File: src/rtl/seq4_pkg.sv
package seq4_pkg;
  typedef enum logic [2:0] {
    ST_IDLE    = 3'd0,
    ST_FIRST_H = 3'd1,
    ST_FIRST_L = 3'd2,
    ST_SECOND  = 3'd3,
    ST_ACKED   = 3'd4,
    ST_RELEASE = 3'd5
  } seq_state_t;
endpackage

File: src/rtl/seq4_rst_sync.sv
module seq4_rst_sync #(
  parameter int STAGES = 2
) (
  input  logic clk,
  input  logic rst_n,
  output logic rst_sync_n
);
  logic [STAGES-1:0] chain_q;

  always_ff @(posedge clk or negedge rst_n) begin
    if (!rst_n) chain_q <= '0;
    else        chain_q <= {chain_q[STAGES-2:0], 1'b1};
  end

  assign rst_sync_n = chain_q[STAGES-1];
endmodule

File: src/rtl/seq4_in_sync.sv
module seq4_in_sync #(
  parameter int WIDTH  = 3,
  parameter int STAGES = 2
) (
  input  logic             clk,
  input  logic             rst_n,
  input  logic [WIDTH-1:0] din,
  output logic [WIDTH-1:0] dout
);
  generate
    if (STAGES == 0) begin : g_bypass
      assign dout = din;
    end else begin : g_chain
      logic [WIDTH-1:0] stage_q [STAGES];
      for (genvar s = 0; s < STAGES; s++) begin : g_stage
        if (s == 0) begin : g_first
          always_ff @(posedge clk or negedge rst_n) begin
            if (!rst_n) stage_q[s] <= '0;
            else        stage_q[s] <= din;
          end
        end else begin : g_next
          always_ff @(posedge clk or negedge rst_n) begin
            if (!rst_n) stage_q[s] <= '0;
            else        stage_q[s] <= stage_q[s-1];
          end
        end
      end
      assign dout = stage_q[STAGES-1];
    end
  endgenerate
endmodule

File: src/rtl/seq4_fsm.sv
module seq4_fsm
  import seq4_pkg::*;
(
  input  logic clk,
  input  logic rst_n,
  input  logic act_req_s,
  input  logic first_ack_s,
  input  logic second_ack_s,
  output logic act_ack_q,
  output logic first_req_q,
  output logic second_req_q
);
  seq_state_t state_q, state_d;
  logic       step_en;

  always_comb begin
    state_d = state_q;
    unique case (state_q)
      ST_IDLE:    if (act_req_s)     state_d = ST_FIRST_H;
      ST_FIRST_H: if (first_ack_s)   state_d = ST_FIRST_L;
      ST_FIRST_L: if (!first_ack_s)  state_d = ST_SECOND;
      ST_SECOND:  if (second_ack_s)  state_d = ST_ACKED;
      ST_ACKED:   if (!act_req_s)    state_d = ST_RELEASE;
      ST_RELEASE: if (!second_ack_s) state_d = ST_IDLE;
      default:                       state_d = ST_IDLE;
    endcase
  end

  assign step_en = (state_d != state_q);

  always_ff @(posedge clk or negedge rst_n) begin
    if (!rst_n) begin
      state_q      <= ST_IDLE;
      first_req_q  <= 1'b0;
      second_req_q <= 1'b0;
      act_ack_q    <= 1'b0;
    end else if (step_en) begin
      state_q      <= state_d;
      first_req_q  <= (state_d == ST_FIRST_H);
      second_req_q <= (state_d == ST_SECOND) || (state_d == ST_ACKED);
      act_ack_q    <= (state_d == ST_ACKED) || (state_d == ST_RELEASE);
    end
  end

  a_r2_first_rise: assert property (@(posedge clk) disable iff (!rst_n)
    $rose(first_req_q) |-> $past(act_req_s) && !$past(act_ack_q));
  a_r3_first_fall: assert property (@(posedge clk) disable iff (!rst_n)
    $fell(first_req_q) |-> $past(first_ack_s));
  a_r4_second_rise: assert property (@(posedge clk) disable iff (!rst_n)
    $rose(second_req_q) |-> !$past(first_ack_s) && !first_req_q);
  a_r5_ack_rise: assert property (@(posedge clk) disable iff (!rst_n)
    $rose(act_ack_q) |-> $past(second_ack_s) && second_req_q);
  a_r6_second_fall: assert property (@(posedge clk) disable iff (!rst_n)
    $fell(second_req_q) |-> !$past(act_req_s) && act_ack_q);
  a_r7_ack_fall: assert property (@(posedge clk) disable iff (!rst_n)
    $fell(act_ack_q) |-> !$past(second_ack_s) && !second_req_q);
  a_r8_one_change: assert property (@(posedge clk) disable iff (!rst_n)
    $countones({!$stable(act_ack_q), !$stable(first_req_q),
                !$stable(second_req_q)}) <= 1);
  a_r9_req_excl: assert property (@(posedge clk) disable iff (!rst_n)
    !(first_req_q && second_req_q));
endmodule

File: src/rtl/seq4_hs_sequencer.sv
module seq4_hs_sequencer #(
  parameter int RST_STAGES  = 2,
  parameter int SYNC_STAGES = 2
) (
  input  logic clk,
  input  logic rst_n,
  input  logic act_req,
  output logic act_ack,
  output logic first_req,
  input  logic first_ack,
  output logic second_req,
  input  logic second_ack
);
  localparam int NUM_IN = 3;

  logic              rst_int_n;
  logic [NUM_IN-1:0] raw_in, sync_in;

  seq4_rst_sync #(.STAGES(RST_STAGES)) u_rst (
    .clk        (clk),
    .rst_n      (rst_n),
    .rst_sync_n (rst_int_n)
  );

  assign raw_in = {second_ack, first_ack, act_req};

  seq4_in_sync #(.WIDTH(NUM_IN), .STAGES(SYNC_STAGES)) u_sync (
    .clk   (clk),
    .rst_n (rst_int_n),
    .din   (raw_in),
    .dout  (sync_in)
  );

  seq4_fsm u_fsm (
    .clk          (clk),
    .rst_n        (rst_int_n),
    .act_req_s    (sync_in[0]),
    .first_ack_s  (sync_in[1]),
    .second_ack_s (sync_in[2]),
    .act_ack_q    (act_ack),
    .first_req_q  (first_req),
    .second_req_q (second_req)
  );

  a_r1_reset_low: assert property (@(posedge clk)
    !rst_n |-> !act_ack && !first_req && !second_req);
endmodule

File: config.mk
export PLATFORM = sky130hd
export DESIGN_NAME = seq4_hs_sequencer
export DESIGN_NICKNAME = d
export VERILOG_FILES = /design/src/rtl/seq4_pkg.sv /design/src/rtl/seq4_rst_sync.sv /design/src/rtl/seq4_in_sync.sv /design/src/rtl/seq4_fsm.sv /design/src/rtl/seq4_hs_sequencer.sv
export SDC_FILE = /design/constraint.sdc
export NUM_CORES = 1
export LEC_CHECK = 0
export BUFFER_PORTS_ARGS = -buffer_cell sky130_fd_sc_hd__buf_2
export CORE_MARGIN = 2
export CORE_UTILIZATION = 35
export CTS_CLUSTER_DIAMETER = 30
export DETAILED_ROUTE_END_ITERATION = 6
export SYNTH_ARGS = -nofsm -noshare
export SYNTH_HDL_FRONTEND = slang
export SYNTH_HIERARCHICAL = 1
export SYNTH_SLANG_ARGS = --single-unit
File: constraint.sdc
create_clock -name clk -period 1.6 [get_ports clk]
set_clock_uncertainty 0.15 [all_clocks]
set_input_delay 0.24 -clock clk [delete_from_list [all_inputs] [get_ports clk]]
set_output_delay 0.24 -clock clk [all_outputs]
set_load 0.02 [all_outputs]
* Yosys cells after proc, flatten, opt, wreduce, memory -nomap -nowiden
Index checks and enable logic that the tools add are counted.
Storage, ports and cells: bits of input ports 5, word-level logic and storage cells 27, flip-flop bits (word level) 14, output and inout bits 3
Operators by class: muxes and demuxes 7, eq/ne operators 10, reduce and logical (&&, ||, !) cells 3
Operators by type and width (count):
- 3-bit two-way mux | 6
- 3-bit one-hot mux with 6 select lines | 1
- 3-bit equality test (second input constant) | 4
- 3-bit by 2-bit equality test with 1-bit output (second input constant) | 3
- 3-bit by 1-bit equality test with 1-bit output (second input constant) | 2
- 3-bit logical NOT | 1
- 3-bit != test | 1
- 1-bit logical OR | 2

* Logic depth before layout (Yosys ltp)
depth after elaboration 4, mapped depth 6

* Modules after synthesis
Netlist, hierarchy kept.
By module, submodules not included:
- seq4_fsm | seq. area each 150.1 um^2, times used 1, area each 344.1 um^2, cells an instance 33
- seq4_in_sync | seq. area each 150.1 um^2, times used 1, area each 172.7 um^2, cells an instance 9
- seq4_rst_sync | seq. area each 50.0 um^2, times used 1, area each 53.8 um^2, cells an instance 3

* Worst setup path after synthesis
Ideal clock, no wire load.
path type flip-flop to flip-flop, from reg u_sync.g_chain.stage_q, in the netlist u_sync/dout[1], to reg u_fsm.second_req_q, arrival 1.558 ns, data required time 1.325 ns, clock period less this slack 1.833 ns, cell stages (with the launch flop) 7, path buffers 1, slack -0.233 ns, path through dfrtp_1 buf_4 nor2b_2 o32ai_1 a221o_1 mux2_4 mux2_2
Between the ends: word-level cells in the longest chain between the ends 4
Ends and longest elaborated chain:
- from (decl) | line seq4_in_sync.sv:14 | logic [WIDTH-1:0] stage_q [STAGES];
- from (signal, indexed assignment) | line seq4_in_sync.sv:24 | else stage_q[s] <= stage_q[s-1];
- 3-bit two-way mux, on equally long branches | line seq4_fsm.sv:21, seq4_fsm.sv:20
- 3-bit one-hot mux with 6 select lines * | line seq4_fsm.sv:18 | unique case (state_q)
- 3-bit by 2-bit equality test with 1-bit output / 3-bit equality test (equally long branches) | line seq4_fsm.sv:40 | second_req_q <= (state_d == ST_SECOND) || (state_d == ST_ACKED);
- 1-bit logical OR | line seq4_fsm.sv:40
- to (signal assigned) | line seq4_fsm.sv:40
- to (decl) | line seq4_fsm.sv:11 | output logic second_req_q
Every way passes the cells marked *; elsewhere a longest branch is shown, timed or not. A chain may end at the register's enable or synchronous reset.

* Worst setup path in the final report
from reg u_fsm.state_q[2], to reg u_fsm.second_req_q
Between the ends: word-level cells in the longest chain between the ends 4
Ends and longest elaborated chain:
- from (decl) | line seq4_fsm.sv:13 | seq_state_t state_q, state_d;
- from (signal assigned) | line seq4_fsm.sv:38 | state_q <= state_d;
- 3-bit equality test, or another cell as far along | line seq4_fsm.sv:18
- 3-bit one-hot mux with 6 select lines | line seq4_fsm.sv:18
- 3-bit by 2-bit equality test with 1-bit output / 3-bit equality test (equally long branches) | line seq4_fsm.sv:40
- 1-bit logical OR | line seq4_fsm.sv:40
Parallel ways exist; a longest one is shown, timed or not.

==> impl_metrics.tcl <==
set metrics [dict create \
    status "complete, but fails checks" \
    violations "negative setup slack" \
    drc 0 \
    place_hpwl_um 769 \
    first_pass_iters 4 \
    fp.coreArea_um2 1520 \
    htreeDepth 1 \
    async_flop_share_pct 100 \
    finalSetupViolCount 3 \
    drtIter0Drc 7 \
    cts_inserted_buffers 3 \
    avgViaCountPerCell 4.99 \
    grt_pass1_vias 456 \
    finalHoldViolations 0 \
    place_ws_ns -0.235 \
    initial_core_util_pct 37.4 \
    synth-seq-cells 14 \
    synth.area.top_cells "dfrtp_1 61%, buf_4 5.3%, mux2_2 3.9%, mux2_4 2.6%, nand2b_1 2.2%" \
    ant_nets 0 \
    slew_violations 0 \
    synth_area_per_cell_um2 12.7 \
    ys_seq_area_share_pct 61.4 \
    cts_sinks 14 \
    cts_buffer_depth 2 \
    p_per_area_nw_per_um2 1830 \
    wl_um 1080 \
    maxCapViolCount 0 \
    hp-class "reg2async" \
    row_count 14 \
    grt_pass1_wl_um 1860 \
    drive_gt1_share_pct 47.8 \
    cts_root_buf "clkbuf_4" \
    path_cells "nand2b_4, nor3b_1, a221o_1, mux2_4, mux2_2" \
    yosys.area.top_type_share_pct 61.4 \
    synth_ff_type "dfrtp_1" \
    ios 8 \
    fmax_ghz 0.549 \
    synth_nets 50 \
    synthMostInstantiatedCell "dfrtp_1" \
    utilization_pct 52.1 \
    insertion_delay_ns 0.28 \
    path_clk_slew_ns 0.08 \
    ys_types 23 \
    path_max_fanout 5 \
    syn_area_um2 571 \
    required_ns 1.62 \
    worstSetupPathType "reg2reg" \
    vias 424 \
    crit_arrival_ns 1.84 \
    grt_max_degree 13 \
    routedWlPerCell_um 12.7 \
    post-route-period-util_pct 114 \
    die_y_um 44.4 \
    leakage_nw 0.389 \
    synth.largest_area_cell "dfrtp_1" \
    peakVddDrop_mv 0.957 \
    cpPeakStageDelay_ns 0.45 \
    worstSetupStartpointType "register" \
    setup_slack_ns -0.222 \
    grt.overflow.total 0 \
    num_antenna_cells 0 \
    yosysWarnings 6 \
    fp.dieW_um 44.4 \
    cp-end-kind "register" \
    grt_usage_pct 13.7 \
    cts_tree "done" \
    cpMaxStageDelayCell "dfrtp_2" \
    yosys-top-cells-count "14 x dfrtp_1, 4 x buf_4, 3 x inv_1" \
    globalplace.congestion 0.792 \
    dieArea_um2 1970 \
    syn_inst 45 \
    antenna_found_initial 0 \
    nNetsFinal 75 \
    synth-edff-count 0 \
    fin_crit_ns 1.82 \
    syn_to_final_growth_pct 39.3 \
    portBuffers 7 \
    rsz0062_at_grt "true" \
]
[area by class of cell]
cell class                      instances  area [um^2]
Clock buffer                            4         36.3
Tap cell                               16         20.0
Fill cell                             125          729
Sequential cell                        14          353
Inverter                                3         11.3
Multi-Input combinational cell         24          201
Timing Repair Buffer                   24          173
[flip-flops by register name, summed over array words and instances (netlist names)]
signal                  count
u_sync/dout                 3
u_fsm/act_ack_q             1
u_fsm/state_q               3
u_rst/chain_q               2
u_fsm/first_req_q           1
u_fsm/second_req_q          1
u_sync/g_chain.stage_q      3
[routing by layer]
layer	GRT usage (%)	part of all wire, %	vias up
li1	-	-	201
met4	10.9	0.56	0
met3	4.90	3.1	2
met1	14.9	45	212
met5	0	0	-
met2	21.5	51	9
[path summary, 6_finish.rpt]
check	from	endpoint	slack, ns	cells after the start
setup / recovery	u_fsm/state_q[2]	u_fsm/second_req_q	-0.22	5
hold / removal	u_rst/chain_q[1]	u_fsm/second_req_q	0.04	0
setup reg to reg	u_fsm/state_q[2]	u_fsm/second_req_q	-0.22	5
hold reg to reg	u_rst/chain_q[1]	u_fsm/second_req_q	0.04	0
max in group asynchronous	u_rst/chain_q[1]	u_fsm/state_q[2]	0.91	0
min in group clk	u_sync/g_chain.stage_q[4]	u_sync/dout[1]	0.20	0
[kinds of logic after synthesis]
group           after synthesis  share of synthesized area (%)
xor+xnor                      1                           1.54
other cells                   1                          0.657
simple gates                 10                           10.1
compound gates                9                           12.5
buf+inv                       7                           7.24
flops                        14                           61.4
mux                           3                           6.58
[report_power, final]
group	leakage, nW	internal [mW]	switching, mW
Clock	0.0210	0.138	0.113
Combinational	0.200	0.418	0.280
Sequential	0.168	0.433	0.0709
[stage by stage]
stage	TNS (ns)	cells	hold WS, ns	cell area, um^2	power, mW
global route	-0.528	85	0.0943	795	1.55
floorplan	-0.378	45	-0.206	589	0.895
CTS	-0.395	85	0.0705	793	1.46
detailed placement	-0.411	76	-0.123	701	1.16
finish	-0.388	85	0.0448	795	1.45
global placement	-0.395	76	-0.124	701	1.16
[timing repair]
item                                    in CTS  in global routing
gates resized for setup                      2                  1
pin swaps                                    1                  0
endpoints found under the hold margin        5                  0
setup buffers                                1                  0
endpoints found under the setup margin       3                  3
hold buffers                                 4                  0
[critical path: cells and delay by family, from the launching register on]
kind,cells,cell delay [ns]
AO/OA/AOI/OAI,1,0.29
flip-flops,1,0.45
multiplexers,2,0.55
AND/OR/NAND/NOR,2,0.28
[layout by cell type, fill, tap and decap left out]
master,n
nand2b_4,1
a32o_1,1
o22ai_2,1
nor2_1,2
dlygate4sd3_1,4
xor2_1,1
nand2_1,2
nand2b_1,1
mux2_4,2
dfrtp_1,12
o21ai_0,1
nor2b_4,1
a31oi_1,1
nor3b_1,1
or3_1,1
conb_1,1
a22o_1,1
clkbuf_4,3
o32ai_1,1
a221o_1,1
buf_4,13
dfrtp_2,2
a21oi_1,1
inv_1,3
mux2_2,1
o32a_2,1
clkbuf_8,1
nand3b_1,1
buf_2,7
Power figures use the tool's default switching activity.
